## config.mk

```make
export PLATFORM = sky130hd
export DESIGN_NAME = cache_maint_unit
export DESIGN_NICKNAME = d
export VERILOG_FILES = /design/src/rtl/cmu_pkg.sv /design/src/rtl/cmu_decode.sv /design/src/rtl/cmu_regs.sv /design/src/rtl/cmu_chan.sv /design/src/rtl/cache_maint_unit.sv
export SDC_FILE = /design/constraint.sdc
export NUM_CORES = 1
export LEC_CHECK = 0
export BUFFER_PORTS_ARGS = -buffer_cell sky130_fd_sc_hd__buf_2
export CAP_MARGIN = 20
export CORE_AREA = 2 2 128 130
export CTS_CLUSTER_SIZE = 16
export DETAILED_ROUTE_END_ITERATION = 10
export DIE_AREA = 0 0 130 132
export PLACE_DENSITY_LB_ADDON = 0.05
export SYNTH_ARGS = -nofsm -noshare
export SYNTH_HDL_FRONTEND = slang
export SYNTH_HIERARCHICAL = 1
export SYNTH_SLANG_ARGS = --single-unit
```

## constraint.sdc

```tcl
create_clock -name clk -period 2.4 [get_ports clk]
set_input_delay 0.36 -clock clk [delete_from_list [all_inputs] [get_ports clk]]
set_output_delay 0.36 -clock clk [all_outputs]
set_load 0.05 [all_outputs]
```

## src/rtl/cmu_pkg.sv

```systemverilog
// Shared constants and types of the cache maintenance unit.
// Assumes 12-bit operation IDs; the ID values are software-visible.
package cmu_pkg;

    localparam logic [11:0] ID_DBG_INDEX = 12'hF00;
    localparam logic [11:0] ID_ITAG      = 12'hF10;
    localparam logic [11:0] ID_DTAG      = 12'hF20;
    localparam logic [11:0] ID_LOCK_D    = 12'h900;
    localparam logic [11:0] ID_LOCK_I    = 12'h901;
    localparam logic [11:0] ID_DINV_ALL  = 12'h760;
    localparam logic [11:0] ID_DINV_ADDR = 12'h761;
    localparam logic [11:0] ID_DINV_SW   = 12'h762;
    localparam logic [11:0] ID_INV_BOTH  = 12'h770;
    localparam logic [11:0] ID_CLN_ALL   = 12'h7A0;
    localparam logic [11:0] ID_CLN_ADDR  = 12'h7A1;
    localparam logic [11:0] ID_CLN_SW    = 12'h7A2;
    localparam logic [11:0] ID_CLN_TEST  = 12'h7A3;
    localparam logic [11:0] ID_CINV_ALL  = 12'h7E0;
    localparam logic [11:0] ID_CINV_ADDR = 12'h7E1;
    localparam logic [11:0] ID_CINV_SW   = 12'h7E2;

    // Data cache invalidate scope, as seen on dc_cmd_op
    typedef enum logic [1:0] {
        DOP_ALL    = 2'd0,
        DOP_ADDR   = 2'd1,
        DOP_SETWAY = 2'd2
    } dop_e;

    // Read source selection
    typedef enum logic [2:0] {
        RSEL_ZERO,
        RSEL_INDEX,
        RSEL_LOCK_D,
        RSEL_LOCK_I,
        RSEL_ITAG,
        RSEL_DTAG
    } rsel_e;

    // Decoded write actions for one cycle
    typedef struct packed {
        logic wr_index;
        logic wr_lock_d;
        logic wr_lock_i;
        logic wr_itag;
        logic wr_dtag;
        logic start_i;
        logic start_d;
        logic accept;
        dop_e dop;
    } wdec_t;

endpackage

```

## src/rtl/cmu_decode.sv

```systemverilog
// ID decoder: turns the operation ID and write strobe into per-cycle
// actions and a read source select. Purely combinational.
// Assumes clean operations are no-ops because the data cache is write-through.
module cmu_decode
    import cmu_pkg::*;
(
    input  logic        cp_wr,
    input  logic [11:0] cp_id,
    output wdec_t       wd,
    output rsel_e       rsel
);

    // Map each ID to its write action and read source
    always_comb begin
        wd   = '0;
        rsel = RSEL_ZERO;
        case (cp_id)
            ID_DBG_INDEX: begin
                wd.wr_index = cp_wr;
                rsel        = RSEL_INDEX;
            end
            ID_LOCK_D: begin
                wd.wr_lock_d = cp_wr;
                rsel         = RSEL_LOCK_D;
            end
            ID_LOCK_I: begin
                wd.wr_lock_i = cp_wr;
                rsel         = RSEL_LOCK_I;
            end
            ID_ITAG: begin
                wd.wr_itag = cp_wr;
                rsel       = RSEL_ITAG;
            end
            ID_DTAG: begin
                wd.wr_dtag = cp_wr;
                rsel       = RSEL_DTAG;
            end
            ID_DINV_ALL, ID_CINV_ALL: begin
                wd.start_d = cp_wr;
                wd.accept  = cp_wr;
                wd.dop     = DOP_ALL;
            end
            ID_DINV_ADDR, ID_CINV_ADDR: begin
                wd.start_d = cp_wr;
                wd.accept  = cp_wr;
                wd.dop     = DOP_ADDR;
            end
            ID_DINV_SW, ID_CINV_SW: begin
                wd.start_d = cp_wr;
                wd.accept  = cp_wr;
                wd.dop     = DOP_SETWAY;
            end
            ID_INV_BOTH: begin
                wd.start_i = cp_wr;
                wd.start_d = cp_wr;
                wd.accept  = cp_wr;
                wd.dop     = DOP_ALL;
            end
            ID_CLN_ALL, ID_CLN_ADDR, ID_CLN_SW, ID_CLN_TEST: begin
                wd.accept = cp_wr;
            end
            default: begin
            end
        endcase
    end

endmodule

```

## src/rtl/cmu_regs.sv

```systemverilog
// Register file of the unit: debug index, two lockdown words and the
// registered read-back path. Assumes tag read data is valid in the
// cycle the read strobe is high (asynchronous tag read port).
module cmu_regs
    import cmu_pkg::*;
#(
    parameter int DW = 32
) (
    input  logic          clk,
    input  logic          rst_n,
    input  wdec_t         wd,
    input  rsel_e         rsel,
    input  logic          cp_rd,
    input  logic [DW-1:0] cp_wdata,
    input  logic [DW-1:0] itag_rdata,
    input  logic [DW-1:0] dtag_rdata,
    output logic [DW-1:0] dbg_index,
    output logic [DW-1:0] cp_rdata,
    output logic          cp_rvalid
);

    logic [DW-1:0] lock_d_q;
    logic [DW-1:0] lock_i_q;
    logic [DW-1:0] rd_mux;

    // Storage registers written by their own IDs
    always_ff @(posedge clk) begin
        if (!rst_n) begin
            dbg_index <= '0;
            lock_d_q  <= '0;
            lock_i_q  <= '0;
        end else begin
            if (wd.wr_index)  dbg_index <= cp_wdata;
            if (wd.wr_lock_d) lock_d_q  <= cp_wdata;
            if (wd.wr_lock_i) lock_i_q  <= cp_wdata;
        end
    end

    // Read source selection
    always_comb begin
        case (rsel)
            RSEL_INDEX:  rd_mux = dbg_index;
            RSEL_LOCK_D: rd_mux = lock_d_q;
            RSEL_LOCK_I: rd_mux = lock_i_q;
            RSEL_ITAG:   rd_mux = itag_rdata;
            RSEL_DTAG:   rd_mux = dtag_rdata;
            default:     rd_mux = '0;
        endcase
    end

    // Read result register, one cycle after the strobe
    always_ff @(posedge clk) begin
        if (!rst_n) begin
            cp_rdata  <= '0;
            cp_rvalid <= 1'b0;
        end else begin
            cp_rvalid <= cp_rd;
            if (cp_rd) cp_rdata <= rd_mux;
        end
    end

    // the index only moves on its own write
    p_index_hold_r4: assert property (@(posedge clk) disable iff (!rst_n)
        !wd.wr_index |=> $stable(dbg_index));

    // a read strobe yields a valid result in the next cycle
    p_rvalid_next_r2: assert property (@(posedge clk) disable iff (!rst_n)
        cp_rd |=> cp_rvalid);

endmodule

```

## src/rtl/cmu_chan.sv

```systemverilog
// Command channels: one per cache. A start issues a one-cycle command
// pulse in the next cycle and marks the channel outstanding until the
// cache acknowledges. Assumes the processor waits for completion before
// starting another command.
module cmu_chan #(
    parameter int NCH = 2
) (
    input  logic           clk,
    input  logic           rst_n,
    input  logic [NCH-1:0] start,
    input  logic [NCH-1:0] ack,
    output logic [NCH-1:0] valid,
    output logic [NCH-1:0] pend
);

    for (genvar c = 0; c < NCH; c++) begin : g_ch
        logic v_q;
        logic p_q;

        // Issue pulse and outstanding flag of this channel
        always_ff @(posedge clk) begin
            if (!rst_n) begin
                v_q <= 1'b0;
                p_q <= 1'b0;
            end else begin
                v_q <= start[c];
                p_q <= start[c] | (p_q & ~ack[c]);
            end
        end

        assign valid[c] = v_q;
        assign pend[c]  = p_q;

        // a command pulse lasts one cycle
        p_pulse_one_r5: assert property (@(posedge clk) disable iff (!rst_n)
            (v_q && !start[c]) |=> !v_q);

        // an ack on an outstanding command retires it
        p_ack_retires_r9: assert property (@(posedge clk) disable iff (!rst_n)
            (p_q && ack[c] && !start[c]) |=> !p_q);
    end

endmodule

```

## src/rtl/cache_maint_unit.sv

```systemverilog
// Cache maintenance and debug register unit (top).
// Decodes coprocessor IDs into cache invalidate commands, tag debug
// accesses and register accesses, and signals completion of each
// maintenance write. Assumes one outstanding maintenance write at a time.
module cache_maint_unit
    import cmu_pkg::*;
#(
    parameter int  DW         = 32,
    parameter int  WAYS       = 4,
    parameter int  LINES      = 32,
    parameter int  LINE_BYTES = 32,
    localparam int WAY_W      = $clog2(WAYS),
    localparam int LINE_W     = $clog2(LINES)
) (
    input  logic              clk,
    input  logic              rst_n,
    input  logic              cp_wr,
    input  logic              cp_rd,
    input  logic [11:0]       cp_id,
    input  logic [DW-1:0]     cp_wdata,
    output logic [DW-1:0]     cp_rdata,
    output logic              cp_rvalid,
    output logic              maint_done,
    output logic              ic_cmd_valid,
    input  logic              ic_cmd_ack,
    output logic              dc_cmd_valid,
    output logic [1:0]        dc_cmd_op,
    output logic [DW-1:0]     dc_cmd_addr,
    output logic [WAY_W-1:0]  dc_cmd_way,
    output logic [LINE_W-1:0] dc_cmd_line,
    input  logic              dc_cmd_ack,
    output logic [WAY_W-1:0]  tag_way,
    output logic [LINE_W-1:0] tag_line,
    output logic [DW-1:0]     tag_wdata,
    output logic              itag_we,
    input  logic [DW-1:0]     itag_rdata,
    output logic              dtag_we,
    input  logic [DW-1:0]     dtag_rdata
);

    localparam int OFF_W = $clog2(LINE_BYTES);
    localparam int CH_I  = 0;
    localparam int CH_D  = 1;

    wdec_t          wd;
    rsel_e          rsel;
    logic [DW-1:0]  dbg_index;
    logic [1:0]     ch_start;
    logic [1:0]     ch_ack;
    logic [1:0]     ch_valid;
    logic [1:0]     ch_pend;
    dop_e           dop_q;
    logic [DW-1:0]  arg_q;
    logic           wait_q;

    cmu_decode u_decode (
        .cp_wr (cp_wr),
        .cp_id (cp_id),
        .wd    (wd),
        .rsel  (rsel)
    );

    cmu_regs #(.DW(DW)) u_regs (
        .clk        (clk),
        .rst_n      (rst_n),
        .wd         (wd),
        .rsel       (rsel),
        .cp_rd      (cp_rd),
        .cp_wdata   (cp_wdata),
        .itag_rdata (itag_rdata),
        .dtag_rdata (dtag_rdata),
        .dbg_index  (dbg_index),
        .cp_rdata   (cp_rdata),
        .cp_rvalid  (cp_rvalid)
    );

    assign ch_start[CH_I] = wd.start_i;
    assign ch_start[CH_D] = wd.start_d;
    assign ch_ack[CH_I]   = ic_cmd_ack;
    assign ch_ack[CH_D]   = dc_cmd_ack;

    cmu_chan #(.NCH(2)) u_chan (
        .clk   (clk),
        .rst_n (rst_n),
        .start (ch_start),
        .ack   (ch_ack),
        .valid (ch_valid),
        .pend  (ch_pend)
    );

    // Data cache operand latch, loaded when a data command starts
    always_ff @(posedge clk) begin
        if (!rst_n) begin
            dop_q <= DOP_ALL;
            arg_q <= '0;
        end else if (wd.start_d) begin
            dop_q <= wd.dop;
            arg_q <= cp_wdata;
        end
    end

    assign ic_cmd_valid = ch_valid[CH_I];
    assign dc_cmd_valid = ch_valid[CH_D];
    assign dc_cmd_op    = dop_q;
    assign dc_cmd_addr  = arg_q;
    assign dc_cmd_way   = arg_q[DW-1 -: WAY_W];
    assign dc_cmd_line  = arg_q[OFF_W +: LINE_W];

    // Completion tracking across both caches
    always_ff @(posedge clk) begin
        if (!rst_n)          wait_q <= 1'b0;
        else if (wd.accept)  wait_q <= 1'b1;
        else if (maint_done) wait_q <= 1'b0;
    end

    assign maint_done = wait_q & ~|ch_pend;

    // Tag debug port: entry chosen by the debug index
    assign tag_way   = dbg_index[DW-1 -: WAY_W];
    assign tag_line  = dbg_index[OFF_W +: LINE_W];
    assign tag_wdata = cp_wdata;
    assign itag_we   = wd.wr_itag;
    assign dtag_we   = wd.wr_dtag;

    // completion is a single-cycle pulse
    p_done_pulse_r9: assert property (@(posedge clk) disable iff (!rst_n)
        (maint_done && !wd.accept) |=> !maint_done);

    // clean operations send nothing to the caches
    p_clean_quiet_r7: assert property (@(posedge clk) disable iff (!rst_n)
        (wd.accept && !wd.start_i && !wd.start_d) |=> (!ic_cmd_valid && !dc_cmd_valid));

    // the instruction cache is only ever invalidated together with the data cache
    p_both_together_r6: assert property (@(posedge clk) disable iff (!rst_n)
        ic_cmd_valid |-> dc_cmd_valid);

    // at most one tag array is written per cycle
    p_tag_we_onehot_r10: assert property (@(posedge clk) disable iff (!rst_n)
        $onehot0({itag_we, dtag_we}));

endmodule

```

==> Yosys cells after proc, flatten, opt, wreduce, memory -nomap -nowiden <==
Cells that the tools add are included.
{ "classes": {"n_addsub": 0, "n_mul": 0, "div_mod_pow": 0, "n_lt_le_gt_ge": 0, "eq_ne": 21, "n_shift": 0, "mux": 13, "bitwise_logic": 7, "n_reduce_logical": 7} }
{ "op_table": {"columns": ["cell", "n"], "rows": [
  ["32-bit one-hot mux with 5 select lines", 1],
  ["12-bit by 11-bit == test with 1-bit output, second input constant", 11],
  ["12-bit == test, second input constant", 5],
  ["3-bit one-hot mux with 5 select lines", 1],
  ["11-bit OR reduction", 1],
  ["1-bit 2-to-1 mux", 10],
  ["7-bit OR reduction", 1],
  ["3-bit by 2-bit == test with 1-bit output, second input constant", 2],
  ["3-bit == test, second input constant", 2],
  ["2-bit OR reduction", 3],
  ["2-bit one-hot mux with 2 select lines", 1],
  ["1-bit AND", 3],
  ["3-bit by 1-bit == test with 1-bit output, second input constant", 1],
  ["1-bit NOT", 2],
  ["1-bit bitwise OR", 2],
  ["2-bit nonzero test", 1],
  ["1-bit logical NOT", 1]
]} }
{ "word_totals": {"register_bits": 168, "latchBits": 0, "mem_bits_rw": 0, "mem_bits_ro": 0, "input_bits": 114, "out_inout_bits": 118, "word_cells": 60, "memories": 0} }

==> Longest topological paths before layout <==
{ "depth": {"word_depth": 5, "ltp_mapped": 9, "mapped_depth_nobuf": 6} }

==> Hierarchy <==
The synthesis kept the hierarchy.
{ "modules_own_cells": {"columns": ["mod", "n_inst", "cells_each", "area_per_inst_um2", "seq_area_each_um2"], "rows": [
  ["cmu_regs", 1, 607, 6064.6, 2582.5],
  ["cache_maint_unit", 1, 153, 1652.8, 700.7],
  ["cmu_decode", 1, 43, 305.3, 0.0],
  ["cmu_chan", 1, 14, 165.2, 80.1]
]} }

==> Worst setup path after synthesis <==
Ideal clock, no wire load.
{ "synth_path": {"path_kind": "input -> register", "startpoint": "in cp_id[1]", "endpoint": "reg u_regs.cp_rdata[17]", "setup_ns": 0.142, "t_arrival_ns": 2.038, "t_required_ns": 2.258, "path_slack_ns": 0.221, "path_stages": 9, "n_path_buf": 3, "cell_sequence": "buf_6 -> nor4_4 -> nand3_1 -> o22ai_1 -> buf_6 -> buf_6 -> mux2_2 -> a22oi_1 -> a211oi_2"} }
{ "synth_between": {"elab_chain_len": 4, "elab_cells_between_ends": 12, "classes_between": "eq/ne (10); mux (2)"} }
{ "synth_lines": {"columns": ["element", "line", "text"], "rows": [
  ["start, declared", "cache_maint_unit.sv:19", "input logic [11:0] cp_id,"],
  ["12-bit == test", "cmu_decode.sv:17", "case (cp_id)"],
  ["3-bit one-hot mux with 5 select lines *", "cmu_decode.sv:17", null],
  ["named net rsel[0]", "cache_maint_unit.sv:46", "rsel_e rsel;"],
  ["3-bit == test (tied with other cells)", "cmu_regs.sv:41", "case (rsel)"],
  ["32-bit one-hot mux with 5 select lines *", "cmu_regs.sv:41", null],
  ["end signal, assigned", "cmu_regs.sv:58", "if (cp_rd) cp_rdata <= rd_mux;"],
  ["end, declared", "cmu_regs.sv:18", "output logic [DW-1:0] cp_rdata,"]
]} }
The timed path passes the listed nets; every way through them passes the cells marked *.
A chain may end at the register's enable or synchronous reset.

==> Worst setup path after layout <==
{ "layout_path": {"startpoint": "in cp_id[3]", "endpoint": "reg u_regs.cp_rdata[0]"} }
The elaborated chain is that of the path after synthesis.

==> impl_metrics.ini <==
[routing]
via_per_inst = 5.43
final_antenna_net_count = 0
vias = 6636
drt_wl_total_um = 21500
first_iter_violations = 400
drc_errors = 0
drt_first_pass_iters = 5
wire_per_inst_um = 17.6

[timing]
clock_skew_ns = 0.00905
fmax_mhz = 456
fin_crit_sh_pct = 91.4
slew_headroom_pct = 33.4
slew_viol_final = 0
finalCriticalPeriod_ns = 2.19
fin_ws_ns = 0.207
hold_viol_final = 0
rsz0062_at_grt = no
worstMarginPinSlew_ns = 0.997
holdWs_ns = 0.241
final-setup-viol-count = 0
tns_ns = 0

[placement]
placed_area_um2 = 9420
dp_hpwl_um = 14300
dp_slack_ns = -0.198
gp_congestion = 0.865
portBuffers = 231

[synthesis]
synth_area_um2 = 8190
synth_edf_count = 0
syn_inst = 817
ys.flop_type = dfxtp_1
ys_ff_latch = 168
synth_nets = 931
synth.distinct_cells = 45
ys_seq_area_share_pct = 41.1
ys_warn_count = 6
synth-async-reset-ratio_pct = 0
syn_area_per_cell_um2 = 10.0

[critical_path]
endpoint_kind = flip-flop
cpPeakStageDelay_ns = 0.85
cp_top_family = simple AND/OR/NAND/NOR gates
cpMaxStageDelayCell = nor2b_4
cp.required_ns = 2.73
path_buf_inv = 1
cp_max_fo = 32
arrival_ns = 2.52
reg2reg_slack_ns = 1.34
critPathLaunchType = input port
path_class = input port to flip-flop
crit_chain = buf_2 > nor4_4 > nand3_1 > a21oi_1 > nor2b_4 > a22oi_1 > a211oi_1

[global_route]
antenna_found_initial = 0
grt_remaining_overflow = 0
grt_pass1_wl_um = 34400
grt_max_degree = 51
grt_pass1_vias = 6769
grt_usage_pct = 25.2

[finish]
fin_nets = 1108
antennaDiodeCount = 0
area_delta_synth_final_pct = 22.0
post-route-cell-area_um2 = 9990
drive_gt1_share_pct = 37.4

[hold_path]
hold_path.class = input port to flip-flop

[clocking]
numCtsBuffers = 17
ctsLongestPathBuffers = 2
cts_hold_buf = 0
clkSlewWorstSetupHoldPaths_ns = 0.06
root_buffer = clkbuf_16
cts.htree.levels = 4
cts_tree = yes
cts.sinks = 168
clock_latency_ns = 0.42
cts_resized = 0
cts_setup_buffers = 0

[floorplanning]
die_h_um = 132
dieWidth_um = 130
pin_count = 232
rows = 46
core_area_um2 = 15700
dieArea_um2 = 17200
start_util_pct = 52.1

[run_status]
status = finished, final reports clean

[power_and_ir_drop]
p_total_mw = 5.81
powerDensity_nw_per_um2 = 582
p_leak_nw = 3.80
ir_drop_v = 0.000490

[run]
cap_viol_max_count = 0
-- through the flow --
stage          instances  util (%)
2_1_floorplan        817         -
3_3_place_gp        1190      59.9
3_5_place_dp        1190      59.9
4_1_cts             1221      63.4
5_1_grt             1222      63.6
6_report            1222      63.6
-- path summary, 6_finish.rpt --
kind / startpoint / endpoint / cells after the start
worst max-delay path: cp_id[3] / u_regs/cp_rdata[0] / 7
worst min-delay path: cp_wdata[6] / u_regs/dbg_index[6] / 3
worst max register to register: u_regs/lock_i_q[30] / u_regs/cp_rdata[30] / 3
worst min register to register: wait_q / wait_q / 2
-- logic make-up (layout without fill, tap and decap cells) --
kind of cell / Yosys count / in the layout / synth area share, %
AND/OR/NAND/NOR: 208 / 208 / 13.6
multiplexers: 194 / 194 / 24.7
flip-flops: 168 / 168 / 41.1
AO/OA/AOI/OAI: 139 / 139 / 11.6
buffers and inverters: 108 / 297 / 8.99
-- per-layer routing --
metal | vias to the layer above | GRT usage, % | part of all wire, %
met4 | 0 | 8.48 | 1.7
met5 | - | 0 | 0
met3 | 25 | 4.10 | 4.6
met2 | 226 | 41.9 | 49
met1 | 3202 | 33.1 | 45
li1 | 3183 | - | -
-- layout make-up --
type | count | area [um2]
fill | 1312 | 5720
timing repair buffer | 264 | 1640
multi-input combinational | 541 | 4160
inverter | 2 | 10.0
clock inverter | 10 | 105
clock buffer | 21 | 440
tap | 216 | 270
sequential | 168 | 3360
-- state kept, by name (all words and copies together), names as in the netlist --
signal and cells:
dc_cmd_addr 32, dc_cmd_op 2, u_chan/g_ch.p_q 2, u_chan/g_ch.v_q 2, u_regs/cp_rdata 32, u_regs/cp_rvalid 1
u_regs/dbg_index 32, u_regs/lock_d_q 32, u_regs/lock_i_q 32, wait_q 1
-- cells in the mapped netlist (2+ instances only) --
master	count	area share [%]
a211oi_1	18	1.7
a211oi_2	14	2.1
a21oi_1	66	4.0
a22oi_1	31	2.8
and2_1	3	0.23
buf_1	2	0.092
buf_12	3	0.73
buf_2	22	1.3
buf_4	47	4.3
buf_6	10	1.4
clkbuf_1	20	0.92
clkbuf_2	2	0.12
dfxtp_1	168	41
inv_1	2	0.092
mux2_1	13	1.8
mux2_2	51	7.0
mux2i_1	130	16
nand2_1	6	0.28
nand2b_1	2	0.15
nand3_1	4	0.24
nand4_1	3	0.23
nor2_1	103	4.7
nor2b_1	69	5.3
nor2b_4	2	0.34
nor3b_2	4	0.61
o211ai_1	2	0.18
o21a_1	2	0.18
-- report_power, final --
group          internal (mW)  switching [mW]  total [mW]  leakage (nW)
Clock                   1.51            1.07        2.59         0.266
Sequential              2.79        0.000453        2.79          1.35
Combinational          0.149           0.289       0.437          2.18
-- placed cells by master (no fill, tap or decap), types with 2 or more instances in the layout --
cell        synthesis  layout
nand2_1             6       6
buf_12              3      17
o211ai_1            2       2
clkinvlp_4          0       2
nand2b_1            2       2
nor2b_1            69      67
a21oi_1            66      66
buf_4              47      15
nor2_4              0       2
mux2_2             51      51
a211oi_2           14      14
mux2i_1           130     130
a22oi_1            31      31
buf_2              22     231
mux2_1             13      13
bufinv_16           0       2
nor3b_2             4       3
nor2b_4             2       4
a211oi_1           18      18
nand3_1             4       4
and2_1              3       3
clkinv_2            0       6
nor2_1            103     101
o21a_1              2       2
nand4_1             3       3
clkbuf_1           20       4
dfxtp_1           168     168
clkbuf_16           0      17
-- worst min-delay path, delay by kind of cell --
family	cells	cell delay, ns
multiplexers	1	0.07
buffers and inverters	1	0.12
AND/OR/NAND/NOR	1	0.07
Note: power is estimated with default switching activity, not from simulation.
